### config.mk
export PLATFORM = sky130hd
export DESIGN_NAME = adc_bus_front
export DESIGN_NICKNAME = d
export VERILOG_FILES = /design/src/rtl/adc_front_pkg.sv /design/src/rtl/adc_front_dp.sv /design/src/rtl/adc_front_ctl.sv /design/src/rtl/adc_bus_front.sv
export SDC_FILE = /design/constraint.sdc
export NUM_CORES = 1
export LEC_CHECK = 0
export BUFFER_PORTS_ARGS = -buffer_cell sky130_fd_sc_hd__clkbuf_2
export CAP_MARGIN = 20
export CORE_MARGIN = 5
export CORE_UTILIZATION = 61
export DETAILED_ROUTE_END_ITERATION = 8
export MAX_ROUTING_LAYER = met4
export PLACE_DENSITY = 0.87
export SLEW_MARGIN = 20
export SYNTH_ARGS = -nofsm -noshare
export SYNTH_HDL_FRONTEND = slang
export SYNTH_HIERARCHICAL = 1
export SYNTH_SLANG_ARGS = --single-unit
export TNS_END_PERCENT = 30
### constraint.sdc
create_clock -name clk -period 2.6 [get_ports clk]
set_input_delay 0.26 -clock clk [delete_from_list [all_inputs] [get_ports clk]]
set_output_delay 0.26 -clock clk [all_outputs]
set_load 0.1 [all_outputs]
### src/rtl/adc_front_pkg.sv
package adc_front_pkg;
  localparam int CTRL_W   = 8;
  localparam int CHAN_W   = 3;
  localparam int NUM_REGS = 2 ** (CHAN_W - 1);
  localparam int IDX_W    = CHAN_W - 1;

  localparam int BIT_FLAG  = 7;
  localparam int BIT_IE    = 6;
  localparam int BIT_START = 5;
  localparam int BIT_SCAN  = 4;
  localparam int BIT_CKS   = 3;

  typedef struct packed {
    logic             wrResult;
    logic [IDX_W-1:0] resIdx;
    logic             setFlag;
    logic             clrStart;
  } ctlStrobe_t;
endpackage

### src/rtl/adc_front_dp.sv
module adc_front_dp
  import adc_front_pkg::*;
#(
  parameter int DATA_W = 8,
  parameter int RES_W  = 10,
  parameter int ADDR_W = 4
) (
  input  logic                  clk,
  input  logic                  rstN,
  input  logic                  lowPower,
  input  logic [ADDR_W-1:0]     busAddr,
  input  logic                  busRdEn,
  input  logic                  busWrEn,
  input  logic [DATA_W-1:0]     busWrData,
  output logic [DATA_W-1:0]     busRdData,
  input  ctlStrobe_t            strobe,
  input  logic [RES_W-1:0]      convCode,
  output logic [CTRL_W-1:0]     ctrlQ
);
  localparam int WORD_W    = 2 * DATA_W;
  localparam int PAD_W     = WORD_W - RES_W;
  localparam int CTRL_ADDR = 2 * NUM_REGS;

  logic [NUM_REGS-1:0][WORD_W-1:0] dataQ;
  logic [DATA_W-1:0] tempQ;
  logic              armQ;
  logic [CTRL_W-1:0] ctrlNext;

  logic             isData, lowSel, rdHigh, rdCtrl, wrCtrl;
  logic [IDX_W-1:0] regSel;

  assign isData = busAddr < ADDR_W'(CTRL_ADDR);
  assign lowSel = busAddr[0];
  assign regSel = busAddr[IDX_W:1];
  assign rdHigh = busRdEn && isData && !lowSel;
  assign rdCtrl = busRdEn && (busAddr == ADDR_W'(CTRL_ADDR));
  assign wrCtrl = busWrEn && (busAddr == ADDR_W'(CTRL_ADDR));

  always_comb begin
    busRdData = '0;
    if (rdCtrl)
      busRdData = DATA_W'(ctrlQ);
    else if (busRdEn && isData)
      busRdData = lowSel ? tempQ : dataQ[regSel][WORD_W-1:DATA_W];
  end

  always_comb begin
    ctrlNext = ctrlQ;
    if (wrCtrl) begin
      ctrlNext[BIT_IE:0] = busWrData[BIT_IE:0];
      if (!busWrData[BIT_FLAG] && armQ) ctrlNext[BIT_FLAG] = 1'b0;
    end
    if (strobe.clrStart) ctrlNext[BIT_START] = 1'b0;
    if (strobe.setFlag)  ctrlNext[BIT_FLAG]  = 1'b1;
  end

  always_ff @(posedge clk or negedge rstN) begin
    if (!rstN) begin
      ctrlQ <= '0;
      armQ  <= 1'b0;
      tempQ <= '0;
      dataQ <= '0;
    end else if (lowPower) begin
      ctrlQ <= '0;
      armQ  <= 1'b0;
      tempQ <= '0;
      dataQ <= '0;
    end else begin
      ctrlQ <= ctrlNext;
      if (rdCtrl)      armQ <= ctrlQ[BIT_FLAG];
      else if (wrCtrl) armQ <= 1'b0;
      if (rdHigh) tempQ <= dataQ[regSel][DATA_W-1:0];
      for (int i = 0; i < NUM_REGS; i++) begin
        if (strobe.wrResult && (strobe.resIdx == IDX_W'(i)))
          dataQ[i] <= {convCode, {PAD_W{1'b0}}};
      end
    end
  end

  // a completion that sets the flag is visible in the next cycle
  p_flag_set_r6: assert property (@(posedge clk) disable iff (!rstN)
    strobe.setFlag && !lowPower |=> ctrlQ[BIT_FLAG]);

  // hardware clearing of start takes effect
  p_clear_start_r6: assert property (@(posedge clk) disable iff (!rstN)
    strobe.clrStart && !lowPower |=> !ctrlQ[BIT_START]);

  // the flag survives any cycle without an armed zero-write or low power
  p_flag_hold_r5: assert property (@(posedge clk) disable iff (!rstN)
    ctrlQ[BIT_FLAG] && !lowPower && !(wrCtrl && armQ && !busWrData[BIT_FLAG])
    |=> ctrlQ[BIT_FLAG]);

  // a high-byte read captures the low half of the same register
  p_temp_latch_r3: assert property (@(posedge clk) disable iff (!rstN)
    rdHigh && !lowPower |=> tempQ == $past(dataQ[regSel][DATA_W-1:0]));
endmodule

### src/rtl/adc_front_ctl.sv
module adc_front_ctl
  import adc_front_pkg::*;
(
  input  logic              clk,
  input  logic              rstN,
  input  logic              lowPower,
  input  logic [CTRL_W-1:0] ctrlQ,
  input  logic              convDone,
  output logic              convStart,
  output logic [CHAN_W-1:0] convChan,
  output ctlStrobe_t        strobe
);
  typedef enum logic {ST_IDLE, ST_WAIT} state_t;

  state_t            stateQ;
  logic [CHAN_W-1:0] chanQ, nextChanQ;
  logic              midScanQ, startQ;

  logic              startBit, scanBit, accept, lastInPass;
  logic [CHAN_W-1:0] selCh, groupFirst, firstChan;

  assign startBit   = ctrlQ[BIT_START];
  assign scanBit    = ctrlQ[BIT_SCAN];
  assign selCh      = ctrlQ[CHAN_W-1:0];
  assign groupFirst = {selCh[CHAN_W-1], {(CHAN_W-1){1'b0}}};
  assign firstChan  = !scanBit ? selCh : (midScanQ ? nextChanQ : groupFirst);
  assign accept     = (stateQ == ST_WAIT) && convDone;
  assign lastInPass = chanQ[IDX_W-1:0] >= selCh[IDX_W-1:0];

  always_comb begin
    strobe          = '0;
    strobe.wrResult = accept;
    strobe.resIdx   = chanQ[IDX_W-1:0];
    strobe.setFlag  = accept && (!scanBit || lastInPass);
    strobe.clrStart = accept && !scanBit;
  end

  always_ff @(posedge clk or negedge rstN) begin
    if (!rstN) begin
      stateQ    <= ST_IDLE;
      chanQ     <= '0;
      nextChanQ <= '0;
      midScanQ  <= 1'b0;
      startQ    <= 1'b0;
    end else if (lowPower) begin
      stateQ    <= ST_IDLE;
      midScanQ  <= 1'b0;
      startQ    <= 1'b0;
    end else begin
      startQ <= 1'b0;
      case (stateQ)
        ST_IDLE: begin
          if (startBit) begin
            chanQ  <= firstChan;
            startQ <= 1'b1;
            stateQ <= ST_WAIT;
          end else begin
            midScanQ <= 1'b0;
          end
        end
        ST_WAIT: begin
          if (convDone) begin
            stateQ    <= ST_IDLE;
            midScanQ  <= scanBit && !lastInPass;
            nextChanQ <= chanQ + 1'b1;
          end
        end
        default: stateQ <= ST_IDLE;
      endcase
    end
  end

  assign convStart = startQ;
  assign convChan  = chanQ;

  // the request is a single-cycle pulse
  p_start_pulse_r9: assert property (@(posedge clk) disable iff (!rstN)
    convStart |=> !convStart);

  // a request is only raised while a conversion is outstanding
  p_start_waiting_r9: assert property (@(posedge clk) disable iff (!rstN)
    convStart |-> stateQ == ST_WAIT);
endmodule

### src/rtl/adc_bus_front.sv
module adc_bus_front
  import adc_front_pkg::*;
#(
  parameter int DATA_W = 8,
  parameter int RES_W  = 10
) (
  input  logic              clk,
  input  logic              rstN,
  input  logic              lowPower,
  input  logic [3:0]        busAddr,
  input  logic              busRdEn,
  input  logic              busWrEn,
  input  logic [DATA_W-1:0] busWrData,
  output logic [DATA_W-1:0] busRdData,
  output logic              convStart,
  output logic [CHAN_W-1:0] convChan,
  input  logic              convDone,
  input  logic [RES_W-1:0]  convCode,
  output logic              irq,
  output logic              clkSel
);
  ctlStrobe_t        strobe;
  logic [CTRL_W-1:0] ctrlQ;

  adc_front_dp #(.DATA_W(DATA_W), .RES_W(RES_W), .ADDR_W(4)) u_dp (
    .clk(clk), .rstN(rstN), .lowPower(lowPower),
    .busAddr(busAddr), .busRdEn(busRdEn), .busWrEn(busWrEn),
    .busWrData(busWrData), .busRdData(busRdData),
    .strobe(strobe), .convCode(convCode), .ctrlQ(ctrlQ)
  );

  adc_front_ctl u_ctl (
    .clk(clk), .rstN(rstN), .lowPower(lowPower), .ctrlQ(ctrlQ),
    .convDone(convDone), .convStart(convStart), .convChan(convChan),
    .strobe(strobe)
  );

  assign irq    = ctrlQ[BIT_FLAG] && ctrlQ[BIT_IE];
  assign clkSel = ctrlQ[BIT_CKS];
endmodule

* After elaboration in Yosys (flattened, before gate mapping)
Index checks and enable logic that the tools add are counted.
** Word-level totals
- Flip-flop bits (word level) :: 90
- Word-level logic and storage cells :: 92
- Output and inout bits :: 14
** Operators by class
- Bitwise gates (word level) :: 2
- Reductions and logical operators :: 34
- Muxes and demuxes :: 32
- Add/sub/neg operators :: 1
- Order comparisons :: 3
- Equality and inequality tests :: 6
** Operator list (number)
- $mux 16 :: 5
- $mux 64 :: 1
- $mux 8 :: 7
- $bmux 16 s2 :: 1
- $logic_and 1x1->1 :: 14
- $mux 1 :: 14
- $reduce_bool 2->1 :: 6
- $reduce_bool 3->1 :: 4
- $mux 3 :: 2
- $ne 3x3->1 const B :: 2
- $reduce_and 3->1 :: 2
- $eq 2x2->1 const B :: 2
- $eq 4x4->1 const B :: 1
- $logic_not 1->1 :: 4
- $lt 4x4->1 const B :: 1
- $pmux 1 s2 :: 2
- $reduce_and 2->1 :: 2
- $add 3x1->3 const B :: 1
- $lt 2x3->1 const B :: 1
- $eq 2x1->1 const B :: 1
- $ge 2x2->1 :: 1
- $logic_not 2->1 :: 1
- $not 1->1 :: 2
- $logic_or 1x1->1 :: 1

* Depth between registers and ports, before layout
Gate-level depths: netlist (run 1).
- Depth in word-level cells :: 6
- Depth in mapped cells :: 7
- Mapped depth without buffers :: 7

* By module
Netlist (run 1), hierarchy kept.
** By module, submodules not included
- adc_front_dp :: instances 1, area each 2497.4 µm², sequential area each 1276.2 µm², cells each 220
- adc_front_ctl :: instances 1, area each 494.2 µm², sequential area each 225.2 µm², cells each 48
- adc_bus_front :: instances 1, area each 6.3 µm², sequential area each 0.0 µm², cells each 1

* Worst setup path before layout (run 1)
OpenSTA, ideal clock, no wires.
- Path type :: input to output
- From :: input busAddr[1]
- To :: output busRdData[6]
- Slack :: 115 ps
- Cell stages on the path :: 4
- Arrival :: 2225 ps
- Required time :: 2340 ps
- Cell sequence :: buf_6 -> mux4_2 -> mux2i_1 -> o2bb2ai_1
** On the way
- Longest elaborated chain between the ends :: 5
- Elaborated cells between the ends (all ways) :: 9
** Ends and longest elaborated chain
- start, declared :: line adc_bus_front.sv:10 : input logic [3:0] busAddr,
- $bmux 16 s2 :: line adc_front_dp.sv:44 : busRdData = lowSel ? tempQ : dataQ[regSel][WORD_W-1:DATA_W];
- $mux 16 (implied by the code) :: line adc_front_dp.sv:44
- $mux 8 :: line adc_front_dp.sv:44
- $mux 8 :: line adc_front_dp.sv:43 : else if (busRdEn && isData)
- $mux 8 (*) :: line adc_front_dp.sv:41 : if (rdCtrl)
- end, declared :: line adc_bus_front.sv:14 : output logic [DATA_W-1:0] busRdData,
Every way passes the cells marked *; elsewhere a longest branch is shown, timed or not. The select of a mux whose other input is x is not followed.

* Worst setup path in the final report (run 1)
- From :: input busAddr[1]
- To :: output busRdData[4]
The elaborated chain is that of the path after synthesis.

==> results.toml, run 1 <==
[yosys]
synth-edff-count = 0
synthTopCellsByCount = "60 x dfrtp_1, 38 x nor2_1, 35 x mux2i_1, 24 x nand2_1, 20 x a21oi_1"
syn_avg_cell_area_um2 = 11.1
synth.yosys.warnings = 6
ys_types = 35
yosysMostFrequentCell = "dfrtp_1"
yosys.area_share.simple = 0.152
synth_mux_area_frac = 0.202
synth_compound_area_frac = 0.0872
synth_top_family_by_area = "multiplexers"
ys_seq_elements = 60
synth_cells = 269
synth_area_leader_cell = "dfrtp_1"
synthesis.area_um2 = 3000
synth_ff_type = "dfrtp_1"
yosysSeqAreaShare = 0.501
yosys-top-cells-area = "dfrtp_1 50%, mux2i_1 12%, mux4_2 7.5%"
synth_fa_ha_area_frac = 0.0125
synth_fp_nets = 300
async_reset_ff_frac = 1.00
synth_xor_area_frac = 0.00292
netlist.area_leader.share = 0.501

[min_path]
min_path_cells = 3
min_to = "u_dp/ctrlQ[6]$_DFFE_PN0P_"
hold_class = "in2reg"
holdCritStartpoint = "busWrData[6]"

[floorplan]
io_pins = 42
fp.dieW_um = 80.1
coreArea_um2 = 4750
rows = 25
die_y_um = 80.1
start_util = 0.631
die-area_um2 = 6420

[power_and_ir_drop]
p_per_area_nw_per_um2 = 557
p_leak_nw = 1.71
ir_drop_uv = 308

[layout]
fin_cells = 376
nets = 338
drive_above_1_share = 0.259
diodes = 0
area_growth_syn_to_layout_pct = 16.9
finish.instance_area_um2 = 3500

[global_routing]
grt_pass1_vias = 2334
grt-ovfl-total = 0
antenna_found_initial = 0
grt_first_pass_wirelength_um = 11700
grt_usage = 0.250
grt_max_degree = 43

[critical_path]
regToRegEndpoint = "u_dp/dataQ[47]$_DFFE_PN0P_"
crit_start = "busAddr[1]"
cp.required_ns = 2.34
cp_max_fo = 12
crit_arrival_ns = 1.94
crit_path_start_kind = "primary input"
timing.rr.start = "u_ctl/stateQ$_DFF_PN0_"
crit_path_end_kind = "output port"
rrSetupSlack_ns = 0.75
reg2reg_depth = 5
critPathKind = "in2out"

[placement]
place_congestion = 0.793
placed_cell_area_um2 = 3320
dp.cells = 362
hpwl_um = 4670
numPortBuffers = 41

[clock_network]
cts_max_level = 3
clockRootBuffer = "clkbuf_8"
post_cts_buffers = 0
cts_tree = "built"
clk_pin_slew_ns = 0.07
cts-buffers-inserted = 9
numClockSinks = 60
clkLatencyLatePin_ns = 0.33
clk_path_buf_depth = 2

[timing]
tns_ns = 0
skew_ns = 0.00694
hold_slack_ns = 0.152
fmax_ghz = 0.454
drv_slew = 0
finalSetupViolations = 0
hold_violations = 0
rsz0062_at_grt = "no"
min_period_ns = 2.20
worstMarginPinSlew_ns = 0.742
timing.slew.headroom = 0.504
finalCritPeriodShare = 0.847

[route]
via_per_inst = 5.95
drt_iter0_markers = 255
post_drt_wl_per_cell_um = 18.4
routed-via-count = 2237
ant_nets = 0
drt-total-wl_um = 6930
dr.pass1.iters = 4
drc_errors = 0

[status]
outcome = "complete, no violations"

[run]
cap_violations = 0
power by group:
part | total (mW) | internal [mW] | switching, mW
combinational | 0.194 | 0.0519 | 0.142
sequential | 0.966 | 0.947 | 0.0189
clock | 0.790 | 0.449 | 0.341
total | 1.95 | 1.45 | 0.502
worst max-delay path, stage by stage:
cell and delay [ns]:
clkbuf_2 0.29, nor4b_4 0.58, and2_1 0.38, a22o_1 0.24, buf_12 0.18
state kept, by name (all words and copies together) (netlist names):
register / cells
u_ctl/stateQ: 1
u_dp/tempQ: 2
u_dp/ctrlQ: 8
u_ctl/convChan: 3
u_ctl/nextChanQ: 3
u_ctl/midScanQ: 1
u_dp/armQ: 1
u_dp/dataQ: 40
u_ctl/convStart: 1
timing repair:
action                    4_1_cts  5_1_grt
hold buffers                    1        0
gates resized for setup         0        0
hold endpoints to repair       22        0
through the flow:
step	utilization	setup slack, ns	power, mW
final	0.737	0.399	1.95
after global routing	0.737	0.266	2.03
after CTS	0.737	0.397	1.96
after detailed placement	0.697	0.403	1.17
after global placement	0.697	0.476	1.17
after floorplan	-	0.115	1.10
how the worst max path moves through the flow:
stage	endpoint	slack [ns]	cells after the start
3_3_place_gp	busRdData[4]	0.48	5
5_1_grt	busRdData[6]	0.27	5
3_5_place_dp	busRdData[4]	0.40	5
6_report	busRdData[4]	0.40	5
2_1_floorplan	busRdData[6]	0.11	4
4_1_cts	busRdData[4]	0.40	5
cells in the final DEF, fill, tap and decap left out, drive strengths merged:
master       count
inv              4
clkinv           2
dlygate4sd3      1
nand3b           3
and2b            1
o21ai           11
dfrtp           60
or2b             1
nand2b           5
a21oi           20
nand2           24
and2             2
buf             11
ha               3
o2bb2ai          1
nor2            39
a31oi            1
mux2             2
o32ai            1
a211oi           2
or4b             1
nand3           10
nor4b            1
clkbuf          44
and3             1
mux2i           35
xnor2            1
a22o             7
mux4            10
bufinv           1
nor3b            4
layout make-up:
type | count | area, um^2
Sequential cell | 60 | 1500
Fill cell | 341 | 1250
Clock inverter | 3 | 40.0
Tap cell | 67 | 83.8
Inverter | 4 | 15.0
Multi-Input combinational cell | 186 | 1380
Timing Repair Buffer | 46 | 350
Clock buffer | 10 | 138
routing by layer:
layer  wire [um]  track usage  vias up  part of all wire
li1            -            -     1020                 -
met1        2950        0.311     1109              0.43
met2        3460        0.397       96              0.50
met3         399       0.0471       12             0.058
met4         123        0.122        0             0.018
met5           0            -        -                 0
cells by family after synthesis:
family,after synthesis
AO/OA/AOI/OAI,43
XOR/XNOR,1
adder cells (fa/ha/maj),3
buffers and inverters,23
flip-flops,60
multiplexers,47
AND/OR/NAND/NOR,92
No activity file was read; power rests on OpenSTA's default activity.
==> run 2: changes to the inputs <==
Settings changed: CORE_UTILIZATION 61 to 51, PLACE_DENSITY 0.87 to 0.78.
Clock period 2.6 ns to 1.8 ns, I/O delays scaled along.
==> run 2 against run 1 <==
- the run now ends with negative setup slack left
- critical path depth shrank 1
- final area up 6.6%
- worst setup slack got worse by 0.46 ns
- via count increased by 2.1%
- largest power group unchanged
- highest routed layer unchanged
==> results.toml, run 2 (synthesized netlist as in run 1, its figures left out) <==
[critical_path]
cp.required_ns = 1.62
crit_path_start_kind = "register"
regToRegEndpoint = "u_dp/ctrlQ[7]$_DFFE_PN0P_"
reg2reg_depth = 7
critPathKind = "reg2out"
crit_slowest_cell = "mux4_2"
cp_max_fo = 2
worstPathCellList = "mux4_2 > mux2i_1 > o2bb2ai_2 > buf_12"
rrSetupSlack_ns = 0.13
crit_buf_inv = 1
timing.rr.start = "u_ctl/convChan[0]$_DFFE_PN0P_"
cp_top_family = "multiplexers"
crit_path_end_kind = "output port"
crit_arrival_ns = 1.68
slowest_delay_ns = 0.46

[placement]
hpwl_um = 4910
pre_cts_ws_ns = 0.119
numPortBuffers = 41
placed_cell_area_um2 = 3480
place_congestion = 0.826

[clock_network]
clkLatencyLatePin_ns = 0.32
numClockSinks = 60
clockRootBuffer = "clkbuf_8"
cts_max_level = 3
clk_path_buf_depth = 2
clk_pin_slew_ns = 0.07
cts_tree = "built"
cts-buffers-inserted = 9

[global_routing]
met2_usage = 0.311
grt_util_met1 = 0.260
grt_max_degree = 47
grt_pass1_vias = 2337
grt_util_met3 = 0.0447
grt_busiest_layer = "met2"
antenna_found_initial = 0
grt_usage = 0.202
grt-ovfl-total = 0
grt_first_pass_wirelength_um = 11400

[layout]
multi_input_area_um2 = 1420
register_area_um2 = 1510
drive_above_1_share = 0.311
diodes = 0
nFillCells = 438
layout_common_cells = "58 x dfrtp_1, 38 x nor2_1, 34 x mux2i_1"
reg.largest.list = "u_dp/dataQ x40, u_dp/ctrlQ x8"
finish.instance_area_um2 = 3740
area_growth_syn_to_layout_pct = 24.6
final_util = 0.642
largest_reg_flops = 40
final_common_cell = "dfrtp_1"
nets = 351
top_register = "u_dp/dataQ"

[power_and_ir_drop]
p_per_area_nw_per_um2 = 774
pwr-share-clk = 0.411
ir_drop_uv = 432
p_leak_nw = 1.83
internal_power_mw = 2.14
pwr-share-comb = 0.109
p_sw_frac = 0.260
netSwitchingPower_mw = 0.753
power_frac_seq = 0.480

[timing]
hold_violations = 0
finalSetupViolations = 1
min_period_ns = 1.86
rsz0062_at_grt = "yes"
fmax_ghz = 0.539
tns_ns = -0.0569
post-route-worst-setup-slack_ns = -0.0569
skew_ns = 0.00583
worstMarginPinSlew_ns = 0.543
timing.slew.headroom = 0.639
finalCritPeriodShare = 1.03
drv_slew = 0

[floorplan]
io_pins = 42
die_y_um = 86.7
coreArea_um2 = 5820
start_util = 0.515
rows = 28
die-area_um2 = 7510
fp.dieW_um = 86.7

[route]
ant_nets = 0
routed-via-count = 2283
dr.pass1.iters = 4
via_per_inst = 5.71
drt_iter0_markers = 132
post_drt_wl_per_cell_um = 17.2
drc_errors = 0
drt-total-wl_um = 6870

[status]
outcome = "finished, violations left"
violations = "negative setup slack"

[min_path]
min_path_cells = 3
hold_class = "in2reg"
holdCritStartpoint = "busWrData[3]"
min_to = "u_dp/ctrlQ[3]$_DFFE_PN0P_"

[run]
cap_violations = 0
==> run 2: cell types whose count changed in the layout (fill, tap and decap cells not counted), moves of 2 or more <==
cell        delta
a22o_2         -4
buf_4         +10
clkinvlp_4     +2
a22o_4         +4
buf_12         +4
dfrtp_1        -2
==> run 2: how the worst max path moves through the flow <==
stage | depth (start not counted) | end | startpoint | slack [ns]
5_1_grt | 4 | busRdData[6] | u_dp/dataQ[62]$_DFFE_PN0P_ | -0.07
3_3_place_gp | 5 | busRdData[0] | busAddr[1] | 0.15
4_1_cts | 4 | busRdData[6] | u_dp/dataQ[62]$_DFFE_PN0P_ | -0.05
2_1_floorplan | 5 | busRdData[4] | busAddr[0] | -0.11
6_report | 4 | busRdData[6] | u_dp/dataQ[62]$_DFFE_PN0P_ | -0.06
3_5_place_dp | 5 | busRdData[2] | busAddr[1] | 0.12
==> run 2: area by class of cell <==
type,instances,share of cell area
Clock buffer,10,0.0368
Clock inverter,6,0.0171
Inverter,4,0.00402
Multi-Input combinational cell,186,0.380
Sequential cell,60,0.403
Tap cell,75,0.0251
Timing Repair Buffer,59,0.134
==> run 2: per-stage QoR <==
step                      power [mW]  hold WS, ns  cells
after floorplan                 1.60       -0.116    269
after global placement          1.72        0.122    381
after detailed placement        1.72        0.130    381
after CTS                       2.92       0.0748    398
after global routing            3.01       0.0781    400
final                           2.89       0.0969    400
==> run 2: what timing repair did <==
action / CTS / global route
setup endpoints to repair: 6 / 8
hold buffers: 1 / 0
endpoints found under the hold margin: 14 / 0
pin swaps: 3 / 2
gates resized for setup: 3 / 2
setup buffers: 0 / 2
==> run 2: tightest hold or removal path: stages <==
cell and delay [ns]:
clkbuf_2 0.08, nand3_1 0.06, a21oi_1 0.06
==> run 2: power groups by stage <==
stage / sequential, mW / combinational, mW / clock, mW
floorplan: 1.49 / 0.106 / 0
global placement: 1.41 / 0.307 / 0
detailed placement: 1.41 / 0.312 / 0
CTS: 1.39 / 0.317 / 1.21
global route: 1.39 / 0.342 / 1.28
finish: 1.39 / 0.316 / 1.19
==> run 2: per-layer routing <==
layer	vias up	wire, um
li1	1052	-
met5	-	0
met1	1140	2910
met4	0	95
met2	83	3360
met3	8	499
==> run 3: changes to the inputs <==
Settings changed: CORE_UTILIZATION 51 to 45, PLACE_DENSITY 0.78 to 0.71, SLEW_MARGIN 20 to 40.
==> run 3 against run 2 <==
- the run still ends with negative setup slack left
- flip-flop and latch count stayed put
- final area up 0.13%
- die area grew 12%
- global-route usage fell by 1.5 points
- hold slack lost 0.028 ns
- combinational power about the same
- highest routed layer unchanged
- via count is 4.7% lower
- first-iteration DRC count grew 3.0%
==> results.toml, run 3 (synthesized netlist as in run 1, its figures left out) <==
[status]
outcome = "finished, violations left"
violations = "negative setup slack"

[route]
post_drt_wl_per_cell_um = 17.2
via_per_inst = 5.42
drc_errors = 0
ant_nets = 0
drt_iter0_markers = 136
dr.pass1.iters = 4
drt-total-wl_um = 6920
routed-via-count = 2175

[floorplan]
die-area_um2 = 8390
coreArea_um2 = 6420
rows = 29
start_util = 0.467
fp.dieW_um = 91.6
io_pins = 42
die_y_um = 91.6

[clock_network]
cts_max_level = 3
numClockSinks = 60
clkLatencyLatePin_ns = 0.34
clk_path_buf_depth = 2
cts-buffers-inserted = 9
clk_pin_slew_ns = 0.07
cts_tree = "built"
clockRootBuffer = "clkbuf_8"
post_cts_buffers = 0

[layout]
drive_above_1_share = 0.312
fin_cells = 401
top_register = "u_dp/dataQ"
diodes = 0
finish.instance_area_um2 = 3740
area_growth_syn_to_layout_pct = 24.8
reg.largest.list = "u_dp/dataQ x40, u_dp/ctrlQ x8"
nets = 350
nFillCells = 523
layout_common_cells = "58 x dfrtp_1, 38 x nor2_1, 34 x mux2i_1"
final_common_cell = "dfrtp_1"
largest_reg_flops = 40
final_util = 0.583

[placement]
numPortBuffers = 41
dp.cells = 384
place_congestion = 0.815
hpwl_um = 5010
placed_cell_area_um2 = 3470

[timing]
finalSetupViolations = 2
worstMarginPinSlew_ns = 0.555
finalCritPeriodShare = 1.02
hold_slack_ns = 0.0690
fmax_ghz = 0.542
min_period_ns = 1.84
timing.slew.headroom = 0.631
tns_ns = -0.0636
hold_violations = 0
skew_ns = 0.00745
rsz0062_at_grt = "yes"
drv_slew = 0
post-route-worst-setup-slack_ns = -0.0441

[critical_path]
critPathCapture = "busRdData[6]"
crit_arrival_ns = 1.66
reg2reg_depth = 7
rrSetupSlack_ns = 0.12
critPathKind = "reg2out"
crit_path_start_kind = "register"
cp_max_fo = 2
cp.required_ns = 1.62
crit_start = "u_dp/dataQ[62]$_DFFE_PN0P_"
timing.rr.start = "u_ctl/convChan[0]$_DFFE_PN0P_"
regToRegEndpoint = "u_dp/ctrlQ[7]$_DFFE_PN0P_"
crit_path_end_kind = "output port"

[global_routing]
antenna_found_initial = 0
grt-ovfl-total = 0
grt_pass1_vias = 2359
grt_max_degree = 43
grt_usage = 0.187
grt_first_pass_wirelength_um = 12000

[power_and_ir_drop]
p_leak_nw = 1.83
p_per_area_nw_per_um2 = 806
ir_drop_uv = 402

[min_path]
hold_class = "in2reg"

[run]
cap_violations = 0
[run 3: changes by cell type in the layout (fill, tap and decap cells not counted)]
cell,delta
a22o_2,-1
a22o_4,+1
and2_1,-1
and2_2,+1
buf_12,-1
bufinv_16,+1
clkbuf_8,-1
clkinv_2,+1
clkinvlp_4,-1
[run 3: layout make-up]
class	count	area (um^2)	share of cell area
inverter	4	15.0	0.00401
clock buffer	9	124	0.0331
timing repair buffer	58	480	0.128
clock inverter	7	91.3	0.0244
multi-input combinational	186	1430	0.382
sequential	60	1510	0.403
tap	77	96.3	0.0258
[run 3: stage by stage]
step | total power [mW] | setup WS, ns
6_report | 3.02 | -0.0441
4_1_cts | 3.04 | -0.0353
3_3_place_gp | 1.72 | 0.166
3_5_place_dp | 1.73 | 0.138
5_1_grt | 3.14 | -0.116
2_1_floorplan | 1.60 | -0.107
[run 3: worst max-delay path: stages (launching register included)]
cell       delay [ns]
dfrtp_1          0.38
mux4_2           0.48
mux2i_2          0.19
o2bb2ai_2        0.09
buf_12           0.17
[run 3: report_power, final]
group / internal, mW / switching, mW / leakage (nW)
Clock: 0.774 / 0.541 / 0.109
Combinational: 0.0935 / 0.223 / 0.890
Sequential: 1.37 / 0.0134 / 0.832
Total: 2.24 / 0.778 / 1.83
[run 3: timing repair]
| item | 4_1_cts | 5_1_grt |
|---|---|---|
| pin swaps | 6 | 0 |
| endpoints found under the setup margin | 8 | 8 |
| endpoints found under the hold margin | 18 | 0 |
| resized for setup | 5 | 2 |
| hold buffers | 1 | 0 |
[run 3: per-layer routing]
metal / wire length [um] / global-route usage / vias to the layer above
met5: 0 / - / -
li1: - / - / 1044
met2: 3420 / 0.282 / 54
met3: 373 / 0.0532 / 8
met4: 101 / 0.0741 / 0
met1: 3020 / 0.239 / 1069
[run 3: how the worst min path moves through the flow]
stage                                     to  slack (ns)          from  depth (start not counted)
5_1_grt            u_dp/ctrlQ[6]$_DFFE_PN0P_        0.07  busWrData[6]                          3
6_report           u_dp/ctrlQ[6]$_DFFE_PN0P_        0.07  busWrData[6]                          3
2_1_floorplan  u_ctl/convChan[1]$_DFFE_PN0P_       -0.12          rstN                          0
3_3_place_gp   u_ctl/convChan[0]$_DFFE_PN0P_        0.16          rstN                          1
3_5_place_dp   u_ctl/convChan[0]$_DFFE_PN0P_        0.17          rstN                          1
4_1_cts            u_dp/ctrlQ[6]$_DFFE_PN0P_        0.06  busWrData[6]                          3
